File: src/rtl/feed_pkg.sv
package feed_pkg;
  localparam int WORD_W     = 32;
  localparam int WORD_BYTES = WORD_W / 8;
  localparam int NSRC       = 4;
  localparam int IRQ_RX     = 3;
  localparam int IRQ_TX     = 2;
  localparam int CTL_SWAP   = 1;
  localparam int CTL_FLUSH  = 0;

  localparam logic [7:0] OFS_STAT  = 8'h00;
  localparam logic [7:0] OFS_ENSET = 8'h04;
  localparam logic [7:0] OFS_ENCLR = 8'h08;
  localparam logic [7:0] OFS_ACK   = 8'h0C;
  localparam logic [7:0] OFS_FSTAT = 8'h10;
  localparam logic [7:0] OFS_RXADR = 8'h20;
  localparam logic [7:0] OFS_RXLEN = 8'h24;
  localparam logic [7:0] OFS_RXCTL = 8'h28;
  localparam logic [7:0] OFS_TXADR = 8'h30;
  localparam logic [7:0] OFS_TXLEN = 8'h34;
  localparam logic [7:0] OFS_TXCTL = 8'h38;

  function automatic logic [WORD_W-1:0] bswap32(input logic [WORD_W-1:0] w);
    return {w[7:0], w[15:8], w[23:16], w[31:24]};
  endfunction
endpackage

File: src/rtl/feed_fifo.sv
module feed_fifo #(
  parameter int W     = 32,
  parameter int DEPTH = 8
) (
  input  logic         clk,
  input  logic         rst,
  input  logic         flush,
  input  logic         push,
  input  logic [W-1:0] din,
  input  logic         pop,
  output logic [W-1:0] dout,
  output logic         full,
  output logic         empty
);
  localparam int PW = $clog2(DEPTH);

  logic [W-1:0] mem [DEPTH];
  logic [PW:0]  wptr, rptr;

  assign empty = (wptr == rptr);
  assign full  = (wptr[PW] != rptr[PW]) && (wptr[PW-1:0] == rptr[PW-1:0]);
  assign dout  = mem[rptr[PW-1:0]];

  always_ff @(posedge clk) begin
    if (push && !full) mem[wptr[PW-1:0]] <= din;
  end

  always_ff @(posedge clk) begin
    if (rst || flush) begin
      wptr <= '0;
      rptr <= '0;
    end else begin
      if (push && !full) wptr <= wptr + 1'b1;
      if (pop && !empty) rptr <= rptr + 1'b1;
    end
  end


  flush_empty_chk: assert property (@(posedge clk) disable iff (rst)
    flush |=> empty);


  no_overflow_chk: assert property (@(posedge clk) disable iff (rst)
    (full && !pop && !flush) |=> (full && $stable(wptr)));
endmodule

File: src/rtl/feed_channel.sv
module feed_channel #(
  parameter int AW    = 32,
  parameter int LW    = 16,
  parameter int DW    = 32,
  parameter int STEP  = 4,
  parameter int BLOCK = 16
) (
  input  logic          clk,
  input  logic          rst,
  input  logic          addr_we,
  input  logic          len_we,
  input  logic [DW-1:0] wdata,
  input  logic          beat,
  output logic          busy,
  output logic [AW-1:0] cur_addr,
  output logic [LW-1:0] remain,
  output logic          done
);
  localparam int BLK_BITS = $clog2(BLOCK);
  localparam int STEP_LSB = $clog2(STEP);
  localparam logic [AW-1:0] ASTEP = AW'(STEP);
  localparam logic [LW-1:0] LSTEP = LW'(STEP);

  logic [LW-1:0] new_len;
  logic          legal, start;

  assign new_len = wdata[LW-1:0];
  assign legal   = (new_len != '0) && (new_len[BLK_BITS-1:0] == '0);
  assign start   = len_we && !busy && legal;
  assign done    = busy && beat && (remain == LSTEP);

  always_ff @(posedge clk) begin
    if (rst) begin
      busy     <= 1'b0;
      cur_addr <= '0;
      remain   <= '0;
    end else if (start) begin
      busy   <= 1'b1;
      remain <= new_len;
    end else if (busy) begin
      if (beat) begin
        cur_addr <= cur_addr + ASTEP;
        remain   <= remain - LSTEP;
        if (remain == LSTEP) busy <= 1'b0;
      end
    end else if (addr_we) begin
      cur_addr <= {wdata[AW-1:STEP_LSB], {STEP_LSB{1'b0}}};
    end
  end


  addr_step_chk: assert property (@(posedge clk) disable iff (rst)
    (busy && beat) |=> (cur_addr == $past(cur_addr) + ASTEP));


  busy_hold_chk: assert property (@(posedge clk) disable iff (rst)
    (busy && !beat) |=> (busy && remain == $past(remain) && cur_addr == $past(cur_addr)));
endmodule

File: src/rtl/feed_irq.sv
module feed_irq #(
  parameter int N = 4
) (
  input  logic         clk,
  input  logic         rst,
  input  logic [N-1:0] evt,
  input  logic         set_we,
  input  logic         clr_we,
  input  logic         ack_we,
  input  logic [N-1:0] wmask,
  output logic [N-1:0] raw,
  output logic [N-1:0] en,
  output logic         irq
);
  logic [N-1:0] ack_m, set_m, clr_m;

  assign ack_m = ack_we ? wmask : '0;
  assign set_m = set_we ? wmask : '0;
  assign clr_m = clr_we ? wmask : '0;

  always_ff @(posedge clk) begin
    if (rst) begin
      raw <= '0;
      en  <= '0;
      irq <= 1'b0;
    end else begin
      raw <= (raw & ~ack_m) | evt;
      en  <= (en | set_m) & ~clr_m;
      irq <= |(raw & en);
    end
  end


  event_wins_chk: assert property (@(posedge clk) disable iff (rst)
    (|evt) |=> ((raw & $past(evt)) == $past(evt)));


  ack_clears_chk: assert property (@(posedge clk) disable iff (rst)
    (ack_we && ((wmask & evt) == '0)) |=> ((raw & $past(wmask)) == '0));


  en_clear_chk: assert property (@(posedge clk) disable iff (rst)
    clr_we |=> ((en & $past(wmask)) == '0));


  irq_quiet_chk: assert property (@(posedge clk) disable iff (rst)
    ((raw & en) == '0) |=> !irq);
endmodule

File: src/rtl/cipher_feed_ctrl.sv
module cipher_feed_ctrl
  import feed_pkg::*;
#(
  parameter int ADDR_W     = 32,
  parameter int LEN_W      = 16,
  parameter int FIFO_DEPTH = 8,
  parameter int BLOCK_B    = 16
) (
  input  logic              clk,
  input  logic              rst,
  input  logic              reg_we,
  input  logic [7:0]        reg_addr,
  input  logic [31:0]       reg_wdata,
  output logic [31:0]       reg_rdata,
  output logic              rx_mem_req,
  output logic [ADDR_W-1:0] rx_mem_addr,
  input  logic              rx_mem_ack,
  input  logic [31:0]       rx_mem_data,
  output logic              cin_valid,
  output logic [31:0]       cin_data,
  input  logic              cin_ready,
  input  logic              cout_valid,
  input  logic [31:0]       cout_data,
  output logic              cout_ready,
  output logic              tx_mem_req,
  output logic [ADDR_W-1:0] tx_mem_addr,
  output logic [31:0]       tx_mem_data,
  input  logic              tx_mem_ack
  ,output logic             irq
);
  localparam int LPAD = WORD_W - LEN_W;
  localparam int APAD = WORD_W - ADDR_W;

  // register write decode
  logic we_rxa, we_rxl, we_rxc, we_txa, we_txl, we_txc;
  logic we_set, we_clr, we_ack;
  assign we_rxa = reg_we && (reg_addr == OFS_RXADR);
  assign we_rxl = reg_we && (reg_addr == OFS_RXLEN);
  assign we_rxc = reg_we && (reg_addr == OFS_RXCTL);
  assign we_txa = reg_we && (reg_addr == OFS_TXADR);
  assign we_txl = reg_we && (reg_addr == OFS_TXLEN);
  assign we_txc = reg_we && (reg_addr == OFS_TXCTL);
  assign we_set = reg_we && (reg_addr == OFS_ENSET);
  assign we_clr = reg_we && (reg_addr == OFS_ENCLR);
  assign we_ack = reg_we && (reg_addr == OFS_ACK);

  // control bits
  logic rx_swap, tx_swap, rx_flush, tx_flush;
  assign rx_flush = we_rxc && reg_wdata[CTL_FLUSH];
  assign tx_flush = we_txc && reg_wdata[CTL_FLUSH];

  always_ff @(posedge clk) begin
    if (rst) begin
      rx_swap <= 1'b0;
      tx_swap <= 1'b0;
    end else begin
      if (we_rxc) rx_swap <= reg_wdata[CTL_SWAP];
      if (we_txc) tx_swap <= reg_wdata[CTL_SWAP];
    end
  end

  // receive path
  logic              rx_busy, rx_done, rx_beat, rx_full, rx_empty;
  logic [LEN_W-1:0]  rx_remain;
  logic [WORD_W-1:0] rx_dout;

  assign rx_mem_req = rx_busy && !rx_full;
  assign rx_beat    = rx_mem_req && rx_mem_ack;

  feed_channel #(.AW(ADDR_W), .LW(LEN_W), .DW(WORD_W), .STEP(WORD_BYTES), .BLOCK(BLOCK_B)) u_rx_chan (
    .clk(clk), .rst(rst), .addr_we(we_rxa), .len_we(we_rxl), .wdata(reg_wdata),
    .beat(rx_beat), .busy(rx_busy), .cur_addr(rx_mem_addr), .remain(rx_remain), .done(rx_done)
  );

  feed_fifo #(.W(WORD_W), .DEPTH(FIFO_DEPTH)) u_rx_fifo (
    .clk(clk), .rst(rst), .flush(rx_flush), .push(rx_beat), .din(rx_mem_data),
    .pop(cin_valid && cin_ready), .dout(rx_dout), .full(rx_full), .empty(rx_empty)
  );

  assign cin_valid = !rx_empty;
  assign cin_data  = rx_swap ? bswap32(rx_dout) : rx_dout;

  // transmit path
  logic              tx_busy, tx_done, tx_beat, tx_full, tx_empty;
  logic [LEN_W-1:0]  tx_remain;
  logic [WORD_W-1:0] tx_dout;

  assign cout_ready = !tx_full;
  assign tx_mem_req = tx_busy && !tx_empty;
  assign tx_beat    = tx_mem_req && tx_mem_ack;

  feed_channel #(.AW(ADDR_W), .LW(LEN_W), .DW(WORD_W), .STEP(WORD_BYTES), .BLOCK(BLOCK_B)) u_tx_chan (
    .clk(clk), .rst(rst), .addr_we(we_txa), .len_we(we_txl), .wdata(reg_wdata),
    .beat(tx_beat), .busy(tx_busy), .cur_addr(tx_mem_addr), .remain(tx_remain), .done(tx_done)
  );

  feed_fifo #(.W(WORD_W), .DEPTH(FIFO_DEPTH)) u_tx_fifo (
    .clk(clk), .rst(rst), .flush(tx_flush), .push(cout_valid && cout_ready), .din(cout_data),
    .pop(tx_beat), .dout(tx_dout), .full(tx_full), .empty(tx_empty)
  );

  assign tx_mem_data = tx_swap ? bswap32(tx_dout) : tx_dout;

  // interrupts
  logic [NSRC-1:0] evt, raw, en;
  always_comb begin
    evt         = '0;
    evt[IRQ_RX] = rx_done;
    evt[IRQ_TX] = tx_done;
  end

  feed_irq #(.N(NSRC)) u_irq (
    .clk(clk), .rst(rst), .evt(evt), .set_we(we_set), .clr_we(we_clr), .ack_we(we_ack),
    .wmask(reg_wdata[NSRC-1:0]), .raw(raw), .en(en), .irq(irq)
  );

  // registered read mux
  logic [7:0] fstat;
  assign fstat = {rx_full, rx_empty, tx_full, tx_empty, 4'b0000};

  always_ff @(posedge clk) begin
    if (rst) begin
      reg_rdata <= '0;
    end else begin
      unique case (reg_addr)
        OFS_STAT:             reg_rdata <= {{(WORD_W-NSRC){1'b0}}, raw};
        OFS_ENSET, OFS_ENCLR: reg_rdata <= {{(WORD_W-NSRC){1'b0}}, en};
        OFS_ACK:              reg_rdata <= {{(WORD_W-NSRC){1'b0}}, raw & en};
        OFS_FSTAT:            reg_rdata <= {24'h0, fstat};
        OFS_RXADR:            reg_rdata <= {{APAD{1'b0}}, rx_mem_addr};
        OFS_RXLEN:            reg_rdata <= {{LPAD{1'b0}}, rx_remain};
        OFS_RXCTL:            reg_rdata <= {30'h0, rx_swap, 1'b0};
        OFS_TXADR:            reg_rdata <= {{APAD{1'b0}}, tx_mem_addr};
        OFS_TXLEN:            reg_rdata <= {{LPAD{1'b0}}, tx_remain};
        OFS_TXCTL:            reg_rdata <= {30'h0, tx_swap, 1'b0};
        default:              reg_rdata <= '0;
      endcase
    end
  end


  rx_done_flag_chk: assert property (@(posedge clk) disable iff (rst)
    rx_done |=> raw[IRQ_RX]);


  absent_src_chk: assert property (@(posedge clk) disable iff (rst)
    1'b1 |=> (raw[1:0] == 2'b00));
endmodule

File: config.mk
export PLATFORM = sky130hd
export DESIGN_NAME = cipher_feed_ctrl
export DESIGN_NICKNAME = d
export VERILOG_FILES = /design/src/rtl/feed_pkg.sv /design/src/rtl/feed_fifo.sv /design/src/rtl/feed_channel.sv /design/src/rtl/feed_irq.sv /design/src/rtl/cipher_feed_ctrl.sv
export SDC_FILE = /design/constraint.sdc
export NUM_CORES = 1
export LEC_CHECK = 0
export ABC_AREA = 1
export BUFFER_PORTS_ARGS = -buffer_cell sky130_fd_sc_hd__clkbuf_2
export CAP_MARGIN = 20
export CORE_UTILIZATION = 56
export CTS_BUF_LIST = sky130_fd_sc_hd__clkbuf_8
export DETAILED_ROUTE_END_ITERATION = 6
export PLACE_DENSITY_LB_ADDON = 0.05
export SYNTH_ARGS = -nofsm -noshare
export SYNTH_HDL_FRONTEND = slang
export SYNTH_SLANG_ARGS = --single-unit
File: constraint.sdc
create_clock -name clk -period 4.3 [get_ports clk]
set_input_delay 1.29 -clock clk [delete_from_list [all_inputs] [get_ports clk]]
set_output_delay 1.29 -clock clk [all_outputs]
set_load 0.02 [all_outputs]
# After elaboration in Yosys (flattened, before gate mapping)

Memory sizes are Yosys's and may differ from the RTL's. A register that Yosys moved wholly into a read port is not among the register bits.
Index checks and enable logic that the tools add are counted.

Bits in registers: 157
RAM bits: 512
Input port bits: 111
Output and inout bits: 165
Word-level logic and storage cells: 144
Memories kept: 2

Memory list:

| memory        | depth | bits a word | read ports | clocked after memory_dff | write ports | RTL line        | source |
|---|---|---|---|---|---|---|---|
| u_rx_fifo.mem | 8     | 32          | 1          | 1                        | 1           | feed_fifo.sv:17 | `logic [W-1:0] mem [DEPTH];` |
| u_tx_fifo.mem | 8     | 32          | 1          | 1                        | 1           | feed_fifo.sv:17 |  |

Add/subtract/negate cells: 8
Eq/ne operators: 20
Mux-type cells: 34
Bitwise logic cells: 9
Reduce and logical (&&, ||, !) cells: 55

Operators by type and width:

| operator                                                                | count |
|---|---|
| 32-bit case mux with 10 select lines                                    | 1 |
| 32-bit two-way mux                                                      | 8 |
| 16-bit two-way mux                                                      | 6 |
| 32-bit by 3-bit adder with 32-bit output (second input constant)        | 2 |
| 8-bit by 6-bit equality test with 1-bit output (second input constant)  | 6 |
| 16-bit by 3-bit equality test with 1-bit output (second input constant) | 2 |
| 1-bit logical AND                                                       | 32 |
| 16-bit by 3-bit subtractor with 16-bit output (second input constant)   | 2 |
| 4-bit by 1-bit adder with 4-bit output (second input constant)          | 4 |
| 8-bit by 4-bit equality test with 1-bit output (second input constant)  | 2 |
| 16-bit nonzero test                                                     | 1 |
| 4-bit AND                                                               | 3 |
| 1-bit two-way mux                                                       | 12 |
| 3-bit two-way mux                                                       | 4 |
| 4-bit two-way mux                                                       | 3 |
| 2-bit nonzero test                                                      | 6 |
| 4-bit equality test                                                     | 2 |
| 8-bit by 3-bit equality test with 1-bit output (second input constant)  | 1 |
| 8-bit by 5-bit equality test with 1-bit output (second input constant)  | 1 |
| 8-bit logical NOT                                                       | 1 |
| 4-bit inverter                                                          | 2 |
| 4-bit OR                                                                | 2 |
| 3-bit equality test                                                     | 2 |
| 1-bit logical NOT                                                       | 6 |
| 9 further kinds                                                         | 15 |

# Depth between registers and ports, before layout

Gate-level depths: netlist of run 1.

Depth in word-level cells: 8
Gate-level depth with buffers: 12

# By module

A second synthesis of run 1 with hierarchy kept.

Cells, all modules: 3,259
Area, all modules: 30,852.1 um^2

Modules (own cells, without submodules):

| module           | instances | cells an instance | area an instance (um^2) | seq. area each (um^2) |
|---|---|---|---|---|
| feed_fifo        | 2         | 746               | 10,475.0                | 7,907.6 |
| feed_channel     | 2         | 604               | 3,402.0                 | 940.9 |
| cipher_feed_ctrl | 1         | 513               | 2,768.9                 | 680.7 |
| feed_irq         | 1         | 46                | 329.1                   | 180.2 |

# Worst setup path before layout of run 1

OpenSTA, ideal clock, no wires.

Path type: in2reg
From: input rx_mem_ack
To: memory u_rx_fifo.mem[6][0] (enable)
Setup time: 0.461 ns
Arrival time: 4.015 ns
Required time: 3.839 ns
Setup slack: -0.176 ns
Cell stages on the path: 6
Path buffers: 2
Cell sequence: nand3_2 > buf_4 > inv_2 > buf_6 > nand2_2 > nor3_1

Cells in the longest elaborated chain, start to end: 4

RTL lines:

| item                                    | RTL line               | source |
|---|---|---|
| from (decl)                             | cipher_feed_ctrl.sv:17 | `input logic rx_mem_ack,` |
| 1-bit logical AND                       | cipher_feed_ctrl.sv:68 | `assign rx_beat = rx_mem_req && rx_mem_ack;` |
| 1-bit logical AND                       | feed_fifo.sv:25        | `if (push && !full) mem[wptr[PW-1:0]] <= din;` |
| 1-bit two-way mux                       | feed_fifo.sv:25        |  |
| 1-bit two-way mux (not written as such) | feed_fifo.sv:25        |  |
| to (decl)                               | feed_fifo.sv:17        |  |

Every way passes these cells.

==> impl_results.md, run 1 <==
- Run status: complete, no violations
- Highest achievable clock rate: ~250 MHz
- Reg2Reg Setup Slack: 1430 ps
- Share of post-route cells with drive strength above 1: between 10% and 20%
- Floorplan row count: 84
- Critical Path AT: 2790 ps
- Iter 0 DRT Violations: 1938
- Synthesis Warnings: 0
- DRC violations left: 0
- Area contributors post-synth: edfxtp_1, dfxtp_1, nand2_1
- Clock power share: 38.7%
- Capture instance of the worst register-to-register path: u_tx_fifo.mem[2][12]$_DFFE_PP_
- Startpoint of the most critical hold path: u_tx_chan.remain[1]$_SDFFE_PP0P_
- Starting density of the core: between 50% and 60%
- Number of antenna violations at the first check in global routing: 6
- Max_cap viols: 0
- Total Negative Setup Slacks: 0 ps
- Met3 usage in global routing: under 10%
- Total number of clock tree sinks: 671
- Total via count in the routed design: 24410
- Top library cells by usage in the layout, fill and taps aside: nand2_1, nor2_1, edfxtp_1
- Finish-stage setup viols: 0
- Fin nets: roughly 3600
- Worst Hold Path EP: u_tx_chan.remain[1]$_SDFFE_PP0P_
- Horizontal die dimension: about 230 um
- Routed wire length: roughly 87000 um
- Leakage power: 13.27 nW
- Worst reg2reg path depth: 6
- Area share of the leading cell type in the synthesized netlist: between 50% and 60%
- Worst-case headroom to the max-slew limit: approximately a third
- Fraction of power consumed by combinational cells: under 10%
- Slew Viols, Final: 0
- Critical path type: flip-flop to primary output
- Global Route met2 Usage: 50.02%
- Critical Path Source Type: flip-flop
- Count of cell types in the netlist: 48
- Critical Path RT: 3010 ps
- Dominant cell type by area after synthesis: edfxtp_1
- Global-route wire length before repair: 130700 um
- Later-pin clock latency in the skew report: ~720 ps
- Async set or reset register ratio after synthesis: 0%
- Routed via count divided by cell count: between 5 and 6
- Die Span Y: roughly 230 um
- H-Tree Level Count: 3
- Clock tree buffer depth: 3
- Synthesized area divided by synthesized cell count: 9.289 um2
- Worst voltage drop across the vdd grid: approximately 0.36 mV
- Total power divided by cell area: around 380 mW/mm2
- Overall power of the completed layout: roughly 13 mW
- Crit Path Max Fanout: approximately 100
- Number of flops mapped to enable cells by yosys: just over 500
- Net switching power of the design: between 3 and 4 mW
- Internal power of the cells: about 9.9 mW
- Post-synthesis sequential area ratio: slightly above 60%
- Number of buffers inserted during clock tree synthesis: approximately 110
- Hold Vio Cnt, Final: 0
- Worst flop-to-flop path startpoint: u_tx_fifo.wptr[2]$_SDFFE_PP0P_
- GRT Max-Usage Layer: met2
- Most instantiated flip-flop cell in the synthesis netlist: edfxtp_1
- Area added between synthesis and finish: 13.30%
- Commonest non-fill, non-tap cell in the layout: nand2_1
- Count of boundary I/O pins: ~280
- Clk slew on worst S/H paths: about 60 ps
- Worst Tran Pin Value: just under 1000 ps
- Remaining antenna violation count: 0
- Number of instances in the synthesized netlist: between 3000 and 4000
- Core box area: about 0.053 mm2
- Worst Hold Class: flip-flop to flip-flop
- Count of input and output buffers: ~270
- Worst Hold Depth: 2
- Detail Placement HPWL: approximately 56000 um
- Cell at the root of the clock tree: clkbuf_8
- Hold buffer count at cts: 0
- Vias in the first global route: around 23000
- Overall die area: ~0.055 mm2
- Largest net degree at the start of global routing: around 100
- Switching share of power: ~25%
- GR Overflow Total: 0
- Average routed wire per standard cell: slightly above 20 um
- Post-synthesis instance area: 0.03024 mm2
- Met1 Resource Use GR: 42.14%
- Sequential power share: between 50% and 60%
- Critical Path Sink Type: primary output
- Final clock skew: 37.73 ps
- Setup repair after global routing missed its margin: false
- Count of fill cells added during filler insertion: 4417
- Post-synthesis register bit count: 671
- Placer congestion estimate: about 0.94
- GRT Total Usage: between 30% and 40%
- CTS tree: built
- Share of the cycle needed by the critical path after routing: 94.83%
- Pre-antenna DRT Iters: 6
- Shortest period the worst path allows: approximately 4100 ps
how the worst max path moves through the flow:
stage	from	end	slack [ps]
after floorplan	rx_mem_ack	u_rx_fifo.mem[1][0]$_DFFE_PP_	690
after global placement	reg_wdata[2]	u_tx_chan.remain[10]$_SDFFE_PP0P_	960
after detailed placement	flip-flop	tx_mem_data[21]	860
after CTS	flip-flop	tx_mem_data[21]	90
after global routing	flip-flop	cin_data[24]	6
final	flip-flop	cin_data[24]	220
stage by stage:
step	std cells	utilization (%)	hold slack [ps]	cell area, um2	setup WS (ps)
after floorplan	3259	-	439.1	30270	689.5
after global placement	4096	60.89	446.6	32250	956.3
after detailed placement	4096	60.89	469.2	32250	863.2
after CTS	4286	64.65	478.7	34250	92.44
after global routing	4287	64.67	508.6	34260	5.709
final	4290	64.69	478.5	34270	222.3
power by group through the flow:
stage / clock network, mW / logic [mW] / registers (mW)
2_1_floorplan: 0 / 0.594 / 7.19
3_3_place_gp: 0 / 0.978 / 7.19
3_5_place_dp: 0 / 1.00 / 7.19
4_1_cts: 5.17 / 1.01 / 7.06
5_1_grt: 5.46 / 1.11 / 7.06
6_report: 5.10 / 1.01 / 7.06
critical path: stages (launching register included):
cell,delay [ps]
dfxtp_4,530
buf_12,370
o21ai_0,190
o22ai_1,220
nand2_1,70
nand2_1,210
nand2_1,80
o21ai_1,110
clkbuf_2,190
state kept, by name (all words and copies together), names as in the netlist, 16 cells and up, named ones only:
name and flops:
reg_rdata 32, u_rx_chan.cur_addr 30, u_rx_chan.remain 16, u_rx_fifo.mem 256, u_tx_chan.cur_addr 30, u_tx_chan.remain 16
u_tx_fifo.mem 256
routing by layer:
layer  up-vias  wire length, um
met2       965            40760
met5         -               46
li1      11620                -
met1     11650            36230
met3       174             6859
met4         8             3040
cell families (layout without fill, tap and decap cells):
family,Yosys count,after routing,synth area share (%)
xor gates and xnor gates,40,40,1.158
DFF,671,671,61.36
and+or+nand+nor,1480,1480,19.81
AOI/OAI and AO/OA,662,662,11.80
other,1,8,0.01240
adders and majority gates,10,10,0.4137
buffers and inverters,392,731,5.444
final cells by class:
type,count,area (um2),area share [%]
clock inverters,75,410.4,1.198
well taps,688,860.8,2.512
repair buffers,322,1822,5.317
diodes,4,10.01,0.02921
flip-flops and latches,671,18570,54.19
multi-input cells,2196,10180,29.70
inverters,219,833.3,2.432
clock buffers,115,1583,4.619
repair_timing:
action                     CTS  global route
gates resized for setup      0             3
setup buffers                0             0
setup endpoints to repair    0            13
Yosys cell counts (2+ instances only):
library cell	count
buf_6	8
a41oi_1	3
o21ai_2	4
clkinv_1	2
clkbuf_1	94
nor2_4	3
xor2_1	34
nand4_1	17
inv_2	12
nand3_2	4
edfxtp_1	512
nor2_1	559
nor3_1	17
inv_1	202
o211ai_1	4
o22ai_1	148
buf_2	40
inv_4	3
or2_1	3
a21oi_1	74
nand2_1	700
nor2_2	10
and2_1	2
a21oi_2	3
nand3b_1	3
buf_4	15
o21ai_0	347
a22oi_1	2
xnor2_1	6
nand3_4	2
ha_1	10
nand2_2	8
buf_1	15
nand3_1	145
or2_2	2
o21ai_1	67
o31ai_1	3
a31oi_1	5
dfxtp_1	159
Note: power is estimated with default switching activity, not from simulation.
==> run 2: changes to the inputs <==
CORE_MARGIN = 4   (was unset)
HOLD_SLACK_MARGIN = 0.05   (was unset)
==> impl_results.md, run 2 (same netlist as run 1, synthesis figures left out) <==
- Crit Path Max Fanout: 38 (was 103)
- Worst path max stage delay: 600 ps (was 530 ps)
- Overall power of the completed layout: 13.45 mW (was 13.16 mW)
- Pre-antenna DRT Iters: 6 (unchanged)
- Later-pin clock latency in the skew report: 720 ps (about the same)
- Commonest non-fill, non-tap cell in the layout: nand2_1 (unchanged)
- Most used cell, CP: nand2_1 (unchanged)
- Finish-stage setup viols: 0 (unchanged)
- Run status: complete, no violations (unchanged)
- Vias in the first global route: 23270 (was 22800)
- Fin nets: 3638 (was 3636)
- DRC violations left: 0 (unchanged)
- Critical path depth in cells: 9 (was 8)
- Least setup slack across all paths after layout: 274.3 ps (was 222.3 ps)
- Remaining antenna violation count: 0 (unchanged)
- Worst Tran Pin Value: 989.0 ps (was 984.6 ps)
- Critical Path Source Type: flip-flop (unchanged)
- Hold buffer count at cts: 0 (unchanged)
- Post-route design area: 0.03452 mm2 (was 0.03427 mm2)
- Sequential power share: 52.6% (was 53.6%)
- Routed wire length: 87290 um (was 86930 um)
- Iter 0 DRT Violations: 1903 (was 1938)
- Largest net degree at the start of global routing: 129 (was 104)
- Cell at the root of the clock tree: clkbuf_8 (unchanged)
- Critical Path Sink Type: primary output (unchanged)
- GRT Total Usage: 29.47% (was 31.39%)
- Worst setup slack after placement: 928.0 ps (was 863.2 ps)
- Worst flop-to-flop path startpoint: u_rx_chan.busy$_SDFF_PP0_ (was u_tx_fifo.wptr[2]$_SDFFE_PP0P_)
- Share of post-route cells with drive strength above 1: 15.14% (was 14.76%)
- Highest achievable clock rate: 248.4 MHz (was 245.2 MHz)
- Cells traversed along the worst timing path: clkinv_2 > buf_4 > o21ai_0 > o22ai_1 > nand2_1 > nand2_1 > nand2_1 > o21ai_0 > clkbuf_2 (was buf_12 > o21ai_0 > o22ai_1 > nand2_1 > nand2_1 > nand2_1 > o21ai_1 > clkbuf_2)
- Count of input and output buffers: 271 (unchanged)
- Overall die area: 0.05779 mm2 (was 0.05494 mm2)
- Total power divided by cell area: 389.7 mW/mm2 (was 384.2 mW/mm2)
- Number of buffers inserted during clock tree synthesis: 106 (was 105)
- Area added between synthesis and finish: 14.13% (was 13.30%)
- Top library cells by usage in the layout, fill and taps aside: nand2_1, nor2_1, edfxtp_1 (unchanged)
- Shortest period the worst path allows: 4026 ps (was 4078 ps)
- Clk slew on worst S/H paths: 60 ps (about the same)
- FF+latch area: 0.01857 mm2 (unchanged)
- Horizontal die dimension: 240.4 um (was 234.4 um)
- Cell Count, Final, Fillers Out: 4299 (was 4290)
- Critical Path Slowest Stage Cell: dfxtp_4 (unchanged)
- Placer congestion estimate: 0.9642 (was 0.9424)
- Fraction of power consumed by combinational cells: 7.5% (was 7.7%)
- Clock power share: 39.9% (was 38.7%)
- Clock tree buffer depth: 3 (unchanged)
- Net switching power of the design: 3.267 mW (was 3.258 mW)
- Total number of clock tree sinks: 671 (unchanged)
- Routed via count divided by cell count: 5.742 (was 5.690)
- Startpoint of the most critical hold path: u_tx_chan.remain[3]$_SDFFE_PP0P_ (was u_tx_chan.remain[1]$_SDFFE_PP0P_)
- Area used by multi-input combinational logic: 0.01018 mm2 (unchanged)
- Global-route wire length before repair: 132100 um (was 130700 um)
- Total via count in the routed design: 24690 (was 24410)
- Critical path type: flip-flop to primary output (unchanged)
- Placed instance area: 0.03237 mm2 (was 0.03225 mm2)
- Average routed wire per standard cell: 20.30 um (was 20.26 um)
- Worst reg2reg path depth: 8 (was 6)
- Number of cells after detailed placement: 4097 (was 4096)
- Number of buffers and inverters on the critical path: 3 (was 2)
- Critical Path RT: 3010 ps (about the same)
- Hold Vio Cnt, Final: 0 (unchanged)
- Worst Hold Class: flip-flop to flip-flop (unchanged)
- Max_cap viols: 0 (unchanged)
- Top cell family by delay on the critical path: buffers and inverters (unchanged)
- CTS tree: built (unchanged)
- Critical Path AT: 2740 ps (was 2790 ps)
- Count of fill cells added during filler insertion: 4343 (was 4417)
- Switching share of power: 24.29% (was 24.75%)
- Core box area: 0.05297 mm2 (unchanged)
- Total Negative Setup Slacks: 0 ps (unchanged)
- H-Tree Level Count: 3 (unchanged)
- Worst voltage drop across the vdd grid: 0.4267 mV (was 0.3601 mV)
- Floorplan row count: 84 (unchanged)
- GR Overflow Total: 0 (unchanged)
- Share of the cycle needed by the critical path after routing: 93.62% (was 94.83%)
- Count of boundary I/O pins: 276 (unchanged)
- Die Span Y: 240.4 um (was 234.4 um)
- Detail Placement HPWL: 57350 um (was 56150 um)
- Internal power of the cells: 10.18 mW (was 9.906 mW)
- Setup repair after global routing missed its margin: false (unchanged)
- Worst Hold Depth: 2 (unchanged)
- Worst-case headroom to the max-slew limit: 33.99% (was 34.29%)
- Slew Viols, Final: 0 (unchanged)
- Number of antenna violations at the first check in global routing: 6 (unchanged)
- Final clock skew: 37.28 ps (was 37.73 ps)
- Starting density of the core: 57.10% (unchanged)
- Leakage power: 13.36 nW (was 13.27 nW)
[run 2: cell types whose count changed in the layout (fill, tap and decap cells not counted)]
cell       delta
clkbuf_8      +5
inv_6         +1
clkinv_8      -1
clkinv_2      +8
buf_6         -1
buf_4         -7
bufinv_16     +3
clkinv_1      -2
inv_12        -2
inv_1         -4
buf_12        +9
[run 2: path summary, 6_finish.rpt]
check	endpoint	slack, ps
max	cin_data[27]	270
min	u_tx_chan.remain[3]$_SDFFE_PP0P_	480
max reg2reg	u_rx_chan.cur_addr[26]$_SDFFE_PP0P_	1440
min reg2reg	u_tx_chan.remain[3]$_SDFFE_PP0P_	480
[run 2: area by class of cell]
| class | count | area share, % |
|---|---|---|
| flip-flops and latches | 671 | 53.79 |
| well taps | 688 | 2.494 |
| multi-input cells | 2196 | 29.49 |
| diodes | 4 | 0.02900 |
| clock buffers | 120 | 4.785 |
| repair buffers | 323 | 5.615 |
| clock inverters | 78 | 1.385 |
| inverters | 219 | 2.414 |
[run 2: timing repair]
action	in CTS	in global routing
setup endpoints to repair	0	8
setup buffers	0	0
gates resized for setup	0	2
[run 2: metal layers]
layer,track usage (%),routed length (um),vias up
met5,0,27,-
met4,12.45,3192,4
met3,5.988,6912,182
met2,47.91,41880,1041
met1,38.94,35270,11840
li1,-,-,11620
[run 2: worst reg2reg max path, cell delays in order (launching register included)]
cell     delay, ps
dfxtp_1        770
inv_2          460
nand2_1        220
inv_1          130
nand2_1        110
nand2_2        390
inv_4          440
nand2_1        100
a21oi_1        160
[run 2: power by group through the flow]
stage / Sequential [mW] / Clock [mW] / Combinational, mW
6_report: 7.07 / 5.37 / 1.01
2_1_floorplan: 7.19 / 0 / 0.594
5_1_grt: 7.07 / 5.79 / 1.11
3_3_place_gp: 7.20 / 0 / 0.978
4_1_cts: 7.07 / 5.46 / 1.01
3_5_place_dp: 7.21 / 0 / 1.00
[run 2: per-stage QoR]
stage                     hold WS (ps)  util, %
final                            475.3    65.16
after global placement           447.7    61.12
after global routing             495.6    65.16
after floorplan                  439.1        -
after detailed placement         463.7    61.12
after CTS                        473.4    65.14
